[src/rtl/desc_seq_pkg.sv]
package desc_seq_pkg;

  typedef enum logic [2:0] {
    ST_IDLE,
    ST_FETCH,
    ST_LAUNCH,
    ST_RUN,
    ST_NEXT,
    ST_DONE,
    ST_FAULT,
    ST_HALT
  } seq_state_e;

  localparam logic [2:0] SEL_LINK  = 3'd0;
  localparam logic [2:0] SEL_COUNT = 3'd1;
  localparam logic [2:0] SEL_SRC   = 3'd2;
  localparam logic [2:0] SEL_DST   = 3'd3;
  localparam logic [2:0] SEL_CFG   = 3'd4;

  localparam int unsigned WORD_LINK  = 0;
  localparam int unsigned WORD_COUNT = 4;
  localparam int unsigned WORD_SRC   = 5;
  localparam int unsigned WORD_DST   = 6;
  localparam int unsigned WORD_CFG   = 7;

  localparam int unsigned CHAIN_BIT  = 1;
  localparam int unsigned ENABLE_BIT = 0;

endpackage

[src/rtl/desc_seq_ctrl.sv]
module desc_seq_ctrl
  import desc_seq_pkg::*;
#(
  parameter int unsigned ADDR_W     = 32,
  parameter int unsigned DESC_WORDS = 8,
  localparam int unsigned IDX_W     = $clog2(DESC_WORDS),
  localparam int unsigned ALIGN_W   = $clog2(DESC_WORDS * 4)
) (
  input  logic              clk,
  input  logic              rst_n,
  input  logic              cfg_wr,
  input  logic              cfg_en,
  input  logic              seg_done,
  input  logic              rd_ack,
  input  logic              rd_err,
  input  logic [ADDR_W-1:0] link_in,
  output logic              rd_req,
  output logic [ADDR_W-1:0] rd_addr,
  output logic              ld_vld,
  output logic [IDX_W-1:0]  ld_idx,
  output logic              seg_start,
  output logic              running,
  output logic              tc_event,
  output logic              err_event,
  output logic              busy,
  output logic              sw_allow,
  output logic              end_clear
);

  localparam logic [IDX_W-1:0] LAST_IDX = IDX_W'(DESC_WORDS - 1);

  seq_state_e        state_q, state_d;
  logic [IDX_W-1:0]  idx_q, idx_d;
  logic              idx_en;
  logic [ADDR_W-1:0] base_q, base_d;
  logic              base_en;

  // next-state logic
  always_comb begin
    state_d = state_q;
    idx_d   = idx_q;
    idx_en  = 1'b0;
    base_d  = base_q;
    base_en = 1'b0;
    unique case (state_q)
      ST_IDLE: begin
        if (cfg_wr && cfg_en) state_d = ST_LAUNCH;
      end
      ST_HALT: begin
        if (cfg_wr) state_d = cfg_en ? ST_LAUNCH : ST_IDLE;
      end
      ST_LAUNCH: state_d = ST_RUN;
      ST_RUN: begin
        if (seg_done) state_d = ST_NEXT;
      end
      ST_NEXT: begin
        if (link_in[CHAIN_BIT]) begin
          state_d = ST_FETCH;
          base_d  = {link_in[ADDR_W-1:ALIGN_W], {ALIGN_W{1'b0}}};
          base_en = 1'b1;
          idx_d   = '0;
          idx_en  = 1'b1;
        end else begin
          state_d = ST_DONE;
        end
      end
      ST_FETCH: begin
        if (rd_ack) begin
          if (rd_err) begin
            state_d = ST_FAULT;
          end else if (idx_q == LAST_IDX) begin
            state_d = ST_LAUNCH;
          end else begin
            idx_d  = idx_q + 1'b1;
            idx_en = 1'b1;
          end
        end
      end
      ST_DONE:  state_d = ST_IDLE;
      ST_FAULT: state_d = ST_HALT;
      default:  state_d = ST_IDLE;
    endcase
  end

  // state registers
  always_ff @(posedge clk or negedge rst_n) begin
    if (!rst_n) begin
      state_q <= ST_IDLE;
      idx_q   <= '0;
      base_q  <= '0;
    end else begin
      state_q <= state_d;
      if (idx_en)  idx_q  <= idx_d;
      if (base_en) base_q <= base_d;
    end
  end

  // outputs
  always_comb begin
    rd_req    = (state_q == ST_FETCH);
    rd_addr   = base_q | (ADDR_W'(idx_q) << 2);
    ld_vld    = (state_q == ST_FETCH) && rd_ack && !rd_err;
    ld_idx    = idx_q;
    seg_start = (state_q == ST_LAUNCH);
    running   = (state_q == ST_RUN);
    tc_event  = (state_q == ST_DONE);
    err_event = (state_q == ST_FAULT);
    sw_allow  = (state_q == ST_IDLE) || (state_q == ST_HALT);
    busy      = !sw_allow;
    end_clear = (state_q == ST_DONE) || (state_q == ST_FAULT);
  end

  AST_ADDR_HOLD: assert property (@(posedge clk) disable iff (!rst_n)
    (rd_req && !rd_ack) |=> (rd_req && $stable(rd_addr)));

  AST_FETCH_STEP: assert property (@(posedge clk) disable iff (!rst_n)
    (rd_req && rd_ack && !rd_err && idx_q != LAST_IDX) |=> (rd_addr == $past(rd_addr) + ADDR_W'(4)));

  AST_LAUNCH_PULSE: assert property (@(posedge clk) disable iff (!rst_n)
    seg_start |=> !seg_start);

  AST_FAULT_STOPS: assert property (@(posedge clk) disable iff (!rst_n)
    err_event |=> (!busy && !seg_start && !tc_event));

endmodule

[src/rtl/desc_seq_regs.sv]
module desc_seq_regs
  import desc_seq_pkg::*;
#(
  parameter int unsigned ADDR_W  = 32,
  parameter int unsigned CNT_W   = 16,
  parameter int unsigned MAX_SEG = 32'h1ffc,
  parameter int unsigned IDX_W   = 3
) (
  input  logic              clk,
  input  logic              rst_n,
  input  logic              sw_wr_en,
  input  logic [2:0]        sw_wr_sel,
  input  logic [ADDR_W-1:0] sw_wr_data,
  input  logic              sw_allow,
  input  logic              ld_vld,
  input  logic [IDX_W-1:0]  ld_idx,
  input  logic [ADDR_W-1:0] ld_data,
  input  logic              xfer_vld,
  input  logic [CNT_W-1:0]  xfer_bytes,
  input  logic              end_clear,
  output logic [ADDR_W-1:0] link_q,
  output logic [CNT_W-1:0]  count_q,
  output logic [ADDR_W-1:0] src_q,
  output logic [ADDR_W-1:0] dst_q,
  output logic [ADDR_W-1:0] cfg_q
);

  localparam int unsigned N_PLAIN = 3;

  function automatic logic [2:0] plain_sel(input int unsigned g);
    case (g)
      0:       return SEL_LINK;
      1:       return SEL_SRC;
      default: return SEL_DST;
    endcase
  endfunction

  function automatic logic [IDX_W-1:0] plain_word(input int unsigned g);
    case (g)
      0:       return IDX_W'(WORD_LINK);
      1:       return IDX_W'(WORD_SRC);
      default: return IDX_W'(WORD_DST);
    endcase
  endfunction

  function automatic logic [CNT_W-1:0] clamp_cnt(input logic [ADDR_W-1:0] v);
    if (v > ADDR_W'(MAX_SEG)) return CNT_W'(MAX_SEG);
    else                      return v[CNT_W-1:0];
  endfunction

  logic sw_ok;
  assign sw_ok = sw_wr_en && sw_allow;

  // link, source and destination share one structure
  logic [ADDR_W-1:0] plain_q [N_PLAIN];

  for (genvar g = 0; g < N_PLAIN; g++) begin : g_plain
    logic              en;
    logic [ADDR_W-1:0] d;
    always_comb begin
      en = (sw_ok && sw_wr_sel == plain_sel(g)) ||
           (ld_vld && ld_idx == plain_word(g));
      d  = ld_vld ? ld_data : sw_wr_data;
    end
    always_ff @(posedge clk or negedge rst_n) begin
      if (!rst_n)  plain_q[g] <= '0;
      else if (en) plain_q[g] <= d;
    end
  end

  assign link_q = plain_q[0];
  assign src_q  = plain_q[1];
  assign dst_q  = plain_q[2];

  // count: capped on load, saturating decrement while running
  logic             count_en;
  logic [CNT_W-1:0] count_d;
  always_comb begin
    count_en = 1'b0;
    count_d  = count_q;
    if (xfer_vld) begin
      count_en = 1'b1;
      count_d  = (xfer_bytes >= count_q) ? '0 : (count_q - xfer_bytes);
    end else if (ld_vld && ld_idx == IDX_W'(WORD_COUNT)) begin
      count_en = 1'b1;
      count_d  = clamp_cnt(ld_data);
    end else if (sw_ok && sw_wr_sel == SEL_COUNT) begin
      count_en = 1'b1;
      count_d  = clamp_cnt(sw_wr_data);
    end
  end

  always_ff @(posedge clk or negedge rst_n) begin
    if (!rst_n)        count_q <= '0;
    else if (count_en) count_q <= count_d;
  end

  // configuration: enable bit dropped at chain end or fault
  logic              cfg_en_w;
  logic [ADDR_W-1:0] cfg_d;
  always_comb begin
    cfg_en_w = 1'b0;
    cfg_d    = cfg_q;
    if (end_clear) begin
      cfg_en_w = 1'b1;
      cfg_d    = cfg_q & ~(ADDR_W'(1) << ENABLE_BIT);
    end else if (ld_vld && ld_idx == IDX_W'(WORD_CFG)) begin
      cfg_en_w = 1'b1;
      cfg_d    = ld_data;
    end else if (sw_ok && sw_wr_sel == SEL_CFG) begin
      cfg_en_w = 1'b1;
      cfg_d    = sw_wr_data;
    end
  end

  always_ff @(posedge clk or negedge rst_n) begin
    if (!rst_n)        cfg_q <= '0;
    else if (cfg_en_w) cfg_q <= cfg_d;
  end

  AST_COUNT_CAP: assert property (@(posedge clk) disable iff (!rst_n)
    count_q <= CNT_W'(MAX_SEG));

  AST_LOCKED_WRITE: assert property (@(posedge clk) disable iff (!rst_n)
    (sw_wr_en && !sw_allow && !ld_vld && !xfer_vld && !end_clear)
      |=> $stable({link_q, src_q, dst_q, cfg_q, count_q}));

  AST_END_CLEARS_EN: assert property (@(posedge clk) disable iff (!rst_n)
    end_clear |=> !cfg_q[ENABLE_BIT]);

endmodule

[src/rtl/desc_seq.sv]
module desc_seq
  import desc_seq_pkg::*;
#(
  parameter int unsigned ADDR_W     = 32,
  parameter int unsigned CNT_W      = 16,
  parameter int unsigned MAX_SEG    = 32'h1ffc,
  parameter int unsigned DESC_WORDS = 8
) (
  input  logic              clk,
  input  logic              rst_n,
  input  logic              sw_wr_en,
  input  logic [2:0]        sw_wr_sel,
  input  logic [ADDR_W-1:0] sw_wr_data,
  output logic [ADDR_W-1:0] cur_link,
  output logic [CNT_W-1:0]  cur_count,
  output logic [ADDR_W-1:0] cur_src,
  output logic [ADDR_W-1:0] cur_dst,
  output logic [ADDR_W-1:0] cur_cfg,
  output logic              rd_req,
  output logic [ADDR_W-1:0] rd_addr,
  input  logic              rd_ack,
  input  logic [ADDR_W-1:0] rd_data,
  input  logic              rd_err,
  output logic              seg_start,
  input  logic              seg_done,
  input  logic              seg_xfer_vld,
  input  logic [CNT_W-1:0]  seg_xfer_bytes,
  output logic              tc_event,
  output logic              err_event,
  output logic              busy
);

  localparam int unsigned IDX_W = $clog2(DESC_WORDS);

  // reset: asserted asynchronously, released on a clock edge
  logic rst_meta_q, rst_sync_n;
  always_ff @(posedge clk or negedge rst_n) begin
    if (!rst_n) begin
      rst_meta_q <= 1'b0;
      rst_sync_n <= 1'b0;
    end else begin
      rst_meta_q <= 1'b1;
      rst_sync_n <= rst_meta_q;
    end
  end

  logic             cfg_wr, sw_allow, ld_vld, running, end_clear;
  logic [IDX_W-1:0] ld_idx;

  assign cfg_wr = sw_wr_en && sw_allow && (sw_wr_sel == SEL_CFG);

  desc_seq_ctrl #(
    .ADDR_W     (ADDR_W),
    .DESC_WORDS (DESC_WORDS)
  ) u_ctrl (
    .clk       (clk),
    .rst_n     (rst_sync_n),
    .cfg_wr    (cfg_wr),
    .cfg_en    (sw_wr_data[ENABLE_BIT]),
    .seg_done  (seg_done),
    .rd_ack    (rd_ack),
    .rd_err    (rd_err),
    .link_in   (cur_link),
    .rd_req    (rd_req),
    .rd_addr   (rd_addr),
    .ld_vld    (ld_vld),
    .ld_idx    (ld_idx),
    .seg_start (seg_start),
    .running   (running),
    .tc_event  (tc_event),
    .err_event (err_event),
    .busy      (busy),
    .sw_allow  (sw_allow),
    .end_clear (end_clear)
  );

  desc_seq_regs #(
    .ADDR_W  (ADDR_W),
    .CNT_W   (CNT_W),
    .MAX_SEG (MAX_SEG),
    .IDX_W   (IDX_W)
  ) u_regs (
    .clk        (clk),
    .rst_n      (rst_sync_n),
    .sw_wr_en   (sw_wr_en),
    .sw_wr_sel  (sw_wr_sel),
    .sw_wr_data (sw_wr_data),
    .sw_allow   (sw_allow),
    .ld_vld     (ld_vld),
    .ld_idx     (ld_idx),
    .ld_data    (rd_data),
    .xfer_vld   (seg_xfer_vld && running),
    .xfer_bytes (seg_xfer_bytes),
    .end_clear  (end_clear),
    .link_q     (cur_link),
    .count_q    (cur_count),
    .src_q      (cur_src),
    .dst_q      (cur_dst),
    .cfg_q      (cur_cfg)
  );

  AST_TC_NO_CHAIN: assert property (@(posedge clk) disable iff (!rst_sync_n)
    tc_event |-> !cur_link[CHAIN_BIT]);

  AST_FETCH_ALIGNED: assert property (@(posedge clk) disable iff (!rst_sync_n)
    rd_req |-> (rd_addr[1:0] == 2'b00));

endmodule

[config.mk]
export PLATFORM = sky130hd
export DESIGN_NAME = desc_seq
export DESIGN_NICKNAME = d
export VERILOG_FILES = /design/src/rtl/desc_seq_pkg.sv /design/src/rtl/desc_seq_ctrl.sv /design/src/rtl/desc_seq_regs.sv /design/src/rtl/desc_seq.sv
export SDC_FILE = /design/constraint.sdc
export NUM_CORES = 1
export LEC_CHECK = 0
export CORE_ASPECT_RATIO = 1.1
export CORE_MARGIN = 4
export CORE_UTILIZATION = 35
export CTS_BUF_LIST = sky130_fd_sc_hd__clkbuf_8
export CTS_CLUSTER_DIAMETER = 150
export CTS_CLUSTER_SIZE = 20
export DETAILED_ROUTE_END_ITERATION = 10
export HOLD_SLACK_MARGIN = 0.06
export PLACE_DENSITY = 0.65
export SYNTH_ARGS = -nofsm -noshare
export SYNTH_HDL_FRONTEND = slang
export SYNTH_SLANG_ARGS = --single-unit
[constraint.sdc]
create_clock -name clk -period 5.4 [get_ports clk]
set_input_delay 1.08 -clock clk [delete_from_list [all_inputs] [get_ports clk]]
set_output_delay 1.08 -clock clk [all_outputs]
set_load 0.05 [all_outputs]
# Word level (Yosys, flattened, before mapping)
# Cells that the tools add are included.
# W data, S select, Z words.
dict set report op_classes {
  add_sub_neg 2
  order_cmp 3
  eq_ne 23
  n_mux 36
  bitwise_logic 2
  reduce_logical 35
}
# op n
set op_table {}
lappend op_table {{$mux W16} 6}
lappend op_table {{$mux W32} 3}
lappend op_table {{$gt A32 B13 Y1 const B} 2}
lappend op_table {{$mux W3} 11}
lappend op_table {{$or A32 B5 Y32} 1}
lappend op_table {{$eq A3 B3 Y1 const B} 9}
lappend op_table {{$pmux W3 S8} 1}
lappend op_table {{$ge A16 B16 Y1} 1}
lappend op_table {{$sub A16 B16 Y16} 1}
lappend op_table {{$logic_and A1 B1 Y1} 15}
lappend op_table {{$eq A3 B2 Y1 const B} 4}
lappend op_table {{$mux W1} 12}
lappend op_table {{$logic_not A3 Y1} 3}
lappend op_table {{$ne A2 B1 Y1 const B} 4}
lappend op_table {{$eq A3 B1 Y1 const B} 2}
lappend op_table {{$ne A2 B2 Y1 const B} 3}
lappend op_table {{$pmux W3 S2} 1}
lappend op_table {{$reduce_and A3 Y1} 2}
lappend op_table {{$reduce_and A6 Y1} 1}
lappend op_table {{$reduce_bool A3 Y1} 2}
lappend op_table {{$logic_or A1 B1 Y1} 5}
lappend op_table {{$reduce_and A5 Y1} 1}
lappend op_table {{$reduce_and A2 Y1} 2}
lappend op_table {{$reduce_bool A2 Y1} 2}
lappend op_table {{other kinds (6)} 7}
dict set report totals {
  register_bits 179
  input_bits 90
  out_inout_bits 181
}

# Depth between registers and ports, before layout
dict set report logic_depth {
  depth_word 8
  ltp_mapped 10
}

# Cells and area by module
# Synthesis repeated with hierarchy kept, for this count alone.
dict set report hier_totals {
  cells_unflattened 750
  area_unflattened_um2 8831.0
}
# module instances cells_per_inst area_per_inst_um2 seq_area_each_um2
set by_module_without_submodules {}
lappend by_module_without_submodules {desc_seq_regs 1 629 7240.7 3603.5}
lappend by_module_without_submodules {desc_seq_ctrl 1 115 1515.2 825.8}
lappend by_module_without_submodules {desc_seq 1 6 75.1 50.0}

# Worst setup path before layout
# No wires, ideal clock.
dict set report synth_path {
  kind {input -> register}
  startpoint {input port seg_xfer_bytes[11]}
  endpoint {register u_regs.count_q[0]}
  setup_time_ps 129
  t_arrival_ps 2847
  path_slack_ps 2424
  stages 8
  path_buffers 0
  cell_sequence {inv_1 -> ha_1 -> a21oi_1 -> o211ai_1 -> a221oi_1 -> a21oi_2 -> a221oi_1 -> a21oi_1}
}
dict set report synth_via {
  elab_chain_cells 3
}
# item line_no
set synth_rtl {}
lappend synth_rtl {{start: declaration} desc_seq.sv:27} ;# input logic [CNT_W-1:0] seg_xfer_bytes,
lappend synth_rtl {{$ge A16 B16 Y1} desc_seq_regs.sv:83} ;# count_d = (xfer_bytes >= count_q) ? '0 : (count_q - xfer_bytes);
lappend synth_rtl {{$mux W16} desc_seq_regs.sv:83}
lappend synth_rtl {{$mux W16} desc_seq_regs.sv:81} ;# if (xfer_vld) begin
lappend synth_rtl {{end signal: assignment} desc_seq_regs.sv:95} ;# else if (count_en) count_q <= count_d;
lappend synth_rtl {{end: declaration} desc_seq_regs.sv:22} ;# output logic [CNT_W-1:0] count_q,
# No other way between the ends.
# A chain may end at the register's enable or synchronous reset.

# Worst setup path after layout
dict set report layout_path {
  startpoint {input port seg_xfer_bytes[11]}
  endpoint {register u_regs.count_q[1]}
}
# The elaborated chain is that of the path after synthesis.

==> impl_metrics.json <==
{
  "outcome": "finished, final reports clean",
  "netlist_instances": 882,
  "first_iter_violations": 274,
  "antenna_found_initial": 1,
  "die_h_um": 173.3,
  "avgSynthCellArea_um2": 9.855,
  "drcViolationCount": 0,
  "ys_types": 56,
  "worstMarginPinSlew_ps": 1113,
  "cp_max_fo": 14,
  "ios": 271,
  "dpl.cell_count": 1418,
  "power_frac_seq_pct": 28.3,
  "cts_tree": "done",
  "final_nets": 1239,
  "cts_buffers": 17,
  "max_freq_ghz": 0.2698,
  "die_x_um": 158.3,
  "cts_root_buffer": "clkbuf_8",
  "async_flop_share_pct": 100.0,
  "ctsHtreeMaxLevel": 4,
  "track_usage_pct": 21.16,
  "core_mm2": 0.02447,
  "grt_pass1_vias": 7722,
  "synth_enable_flop_cells": 0,
  "synth_area_mm2": 0.008692,
  "critPathLaunch": "seg_xfer_bytes[11]",
  "hold_buffers": 0,
  "antenna_left": 0,
  "viasPerCell": 5.196,
  "path_clk_slew_ps": 120,
  "fin_cells": 1450,
  "cp.arrival_ps": 4020,
  "fin_crit_ps": 3706,
  "rsz0062_at_grt": "no",
  "clock_skew_ps": 23.62,
  "r2r_start": "u_ctrl.state_q[0]$_DFFE_PN0P_",
  "min_path_type": "flip-flop to flip-flop",
  "drive_above_1_share_pct": 6.930,
  "power_uw": 8702,
  "drv_cap": 0,
  "min_from": "rst_meta_q$_DFF_PN0_",
  "grt_max_degree": 69,
  "grt_pass1_wl_mm": 45.25,
  "combPwrFrac_pct": 60.4,
  "syn_to_final_growth_pct": 38.33,
  "period_share_pct": 68.64,
  "tns_ps": 0,
  "wire_per_inst_um": 20.04,
  "gp_congestion": 0.9091,
  "num_vias": 7534,
  "post_cts_buffers": 0,
  "ys_seq_elements": 179,
  "finalHoldViolations": 0,
  "p_leak_uw": 0.005196,
  "die-area_mm2": 0.02742,
  "irDropWorstVdd_uv": 422.0,
  "insertion_delay_ps": 470,
  "clockBufferDepth": 2,
  "diodes": 0,
  "overflow": 0,
  "switching_share_pct": 52.52,
  "start_util_pct": 35.52,
  "num_rows": 60,
  "hpwl_mm": 21.59,
  "start_kind": "input pin",
  "critPathKind": "input pin to flip-flop",
  "power_density_mw_per_mm2": 723.8,
  "crit_required_ps": 5720,
  "cts-resized-gates": 0,
  "power_switching_uw": 4571,
  "port_buffers": 268,
  "drt-total-wl_mm": 29.06,
  "slew_violations": 0,
  "drt-pass1-iter-count": 5,
  "end_kind": "flip-flop",
  "seq_area_frac_synth_pct": 51.53,
  "synth_ff_type": "dfrtp_1",
  "setup_violations": 0,
  "relSlewSlack_pct": 25.80,
  "pwr-share-clk_pct": 11.3,
  "p_int_uw": 4132,
  "cts_sinks": 179,
  "ys_warn_count": 0
}
[sequential cells by signal, indices dropped and copies added (netlist names)]
register and flops:
u_ctrl.base_q 27, u_ctrl.ld_idx 3, u_regs.dst_q 32, rst_sync_n 1, u_regs.count_q 16, u_regs.link_q 32, rst_meta_q 1, u_regs.src_q 32
u_regs.cfg_q 32, u_ctrl.state_q 3
[metrics by stage]
step | hold WS (ps) | utilization (%) | cell area, µm² | setup slack [ps]
after global placement | 335.3 | 47.39 | 11600 | 1393
final | 369.8 | 49.13 | 12020 | 1694
after CTS | 373.8 | 49.13 | 12020 | 1803
after floorplan | 331.2 | - | 8696 | 42.86
after detailed placement | 339.6 | 47.39 | 11600 | 1302
after global routing | 384.5 | 49.13 | 12020 | 1596
[layer usage]
| metal | up-vias | global-route usage (%) | routed length (µm) |
|---|---|---|---|
| met5 | - | 0 | 13 |
| met4 | 2 | 5.368 | 573 |
| met3 | 34 | 6.417 | 2434 |
| met2 | 277 | 34.70 | 14020 |
| met1 | 3627 | 27.31 | 12020 |
| li1 | 3594 | - | - |
[critical path, cell delays in order]
cell	delay, ps
clkdlybuf4s50_1	460
inv_1	40
ha_1	430
a21oi_1	470
o211ai_1	160
a221oi_1	530
a21oi_2	350
a221oi_1	380
a21oi_1	120
[cell usage after synthesis (3+ instances only)]
cell type / number / share of area [%]
clkbuf_1: 15 / 0.65
a32o_1: 3 / 0.35
nor4_1: 10 / 0.72
mux2i_1: 67 / 7.7
nand3_1: 17 / 0.98
o21ai_0: 47 / 2.7
o221ai_1: 11 / 1.1
inv_1: 33 / 1.4
and3_1: 6 / 0.43
nor3_1: 11 / 0.63
mux2_2: 27 / 3.5
nand2b_1: 4 / 0.29
o211ai_1: 4 / 0.35
nand4_1: 10 / 0.72
a21o_1: 8 / 0.69
or3_1: 4 / 0.29
a21oi_1: 114 / 6.6
dfrtp_1: 179 / 52
xor2_1: 3 / 0.30
o21a_1: 3 / 0.26
buf_4: 5 / 0.43
a31oi_1: 7 / 0.50
ha_1: 21 / 3.0
nor3b_1: 4 / 0.35
a221oi_1: 4 / 0.40
nand2_1: 68 / 2.9
buf_2: 31 / 1.8
xnor2_1: 4 / 0.40
nor2_1: 130 / 5.6
[final cells by class]
type,instances,area [µm²]
fill,2340,12450
timing repair buffer,276,2743
sequential,179,4483
multi-input combinational,620,3861
tap,310,387.9
inverter,33,123.9
clock inverter,15,191.4
clock buffer,17,234.0
[layout by cell type (no fill, tap or decap), drive strengths merged, types with 10 or more instances in the layout]
| cell | n |
|---|---|
| clkdlybuf4s50 | 268 |
| dfrtp | 179 |
| a21oi | 115 |
| nor3 | 11 |
| nand3 | 17 |
| o221ai | 11 |
| nand4 | 11 |
| ha | 21 |
| mux2 | 27 |
| clkbuf | 17 |
| nand2 | 68 |
| nor2 | 130 |
| inv | 39 |
| mux2i | 67 |
| nor4 | 10 |
| o21ai | 48 |
[logic make-up after synthesis]
logic type	synth area share (%)
XOR/XNOR	0.7054
buffers and inverters	4.290
AO/OA/AOI/OAI	14.83
flip-flops	51.53
AND/OR/NAND/NOR	14.09
adder cells (fa/ha/maj)	3.253
multiplexers	11.21
other	0.08640
[final timing paths]
path	to	slack, ps	cells past startpoint
max	u_regs.count_q[1]$_DFFE_PN0P_	1690	9
min	rst_sync_n$_DFF_PN0_	370	0
max reg2reg	u_regs.dst_q[8]$_DFFE_PN0P_	2240	6
min reg2reg	rst_sync_n$_DFF_PN0_	370	0
max in group asynchronous	u_regs.src_q[28]$_DFFE_PN0P_	3500	1
min in group asynchronous	u_ctrl.base_q[20]$_DFFE_PN0P_	420	0
[power by group through the flow]
stage	clock [µW]	combinational [µW]	sequential [µW]
6_report	982	5260	2460
5_1_grt	1070	5560	2560
4_1_cts	1020	5290	2470
3_5_place_dp	0	5280	2480
3_3_place_gp	0	5240	2470
2_1_floorplan	0	1300	4580
Note: power is estimated with default switching activity, not from simulation.
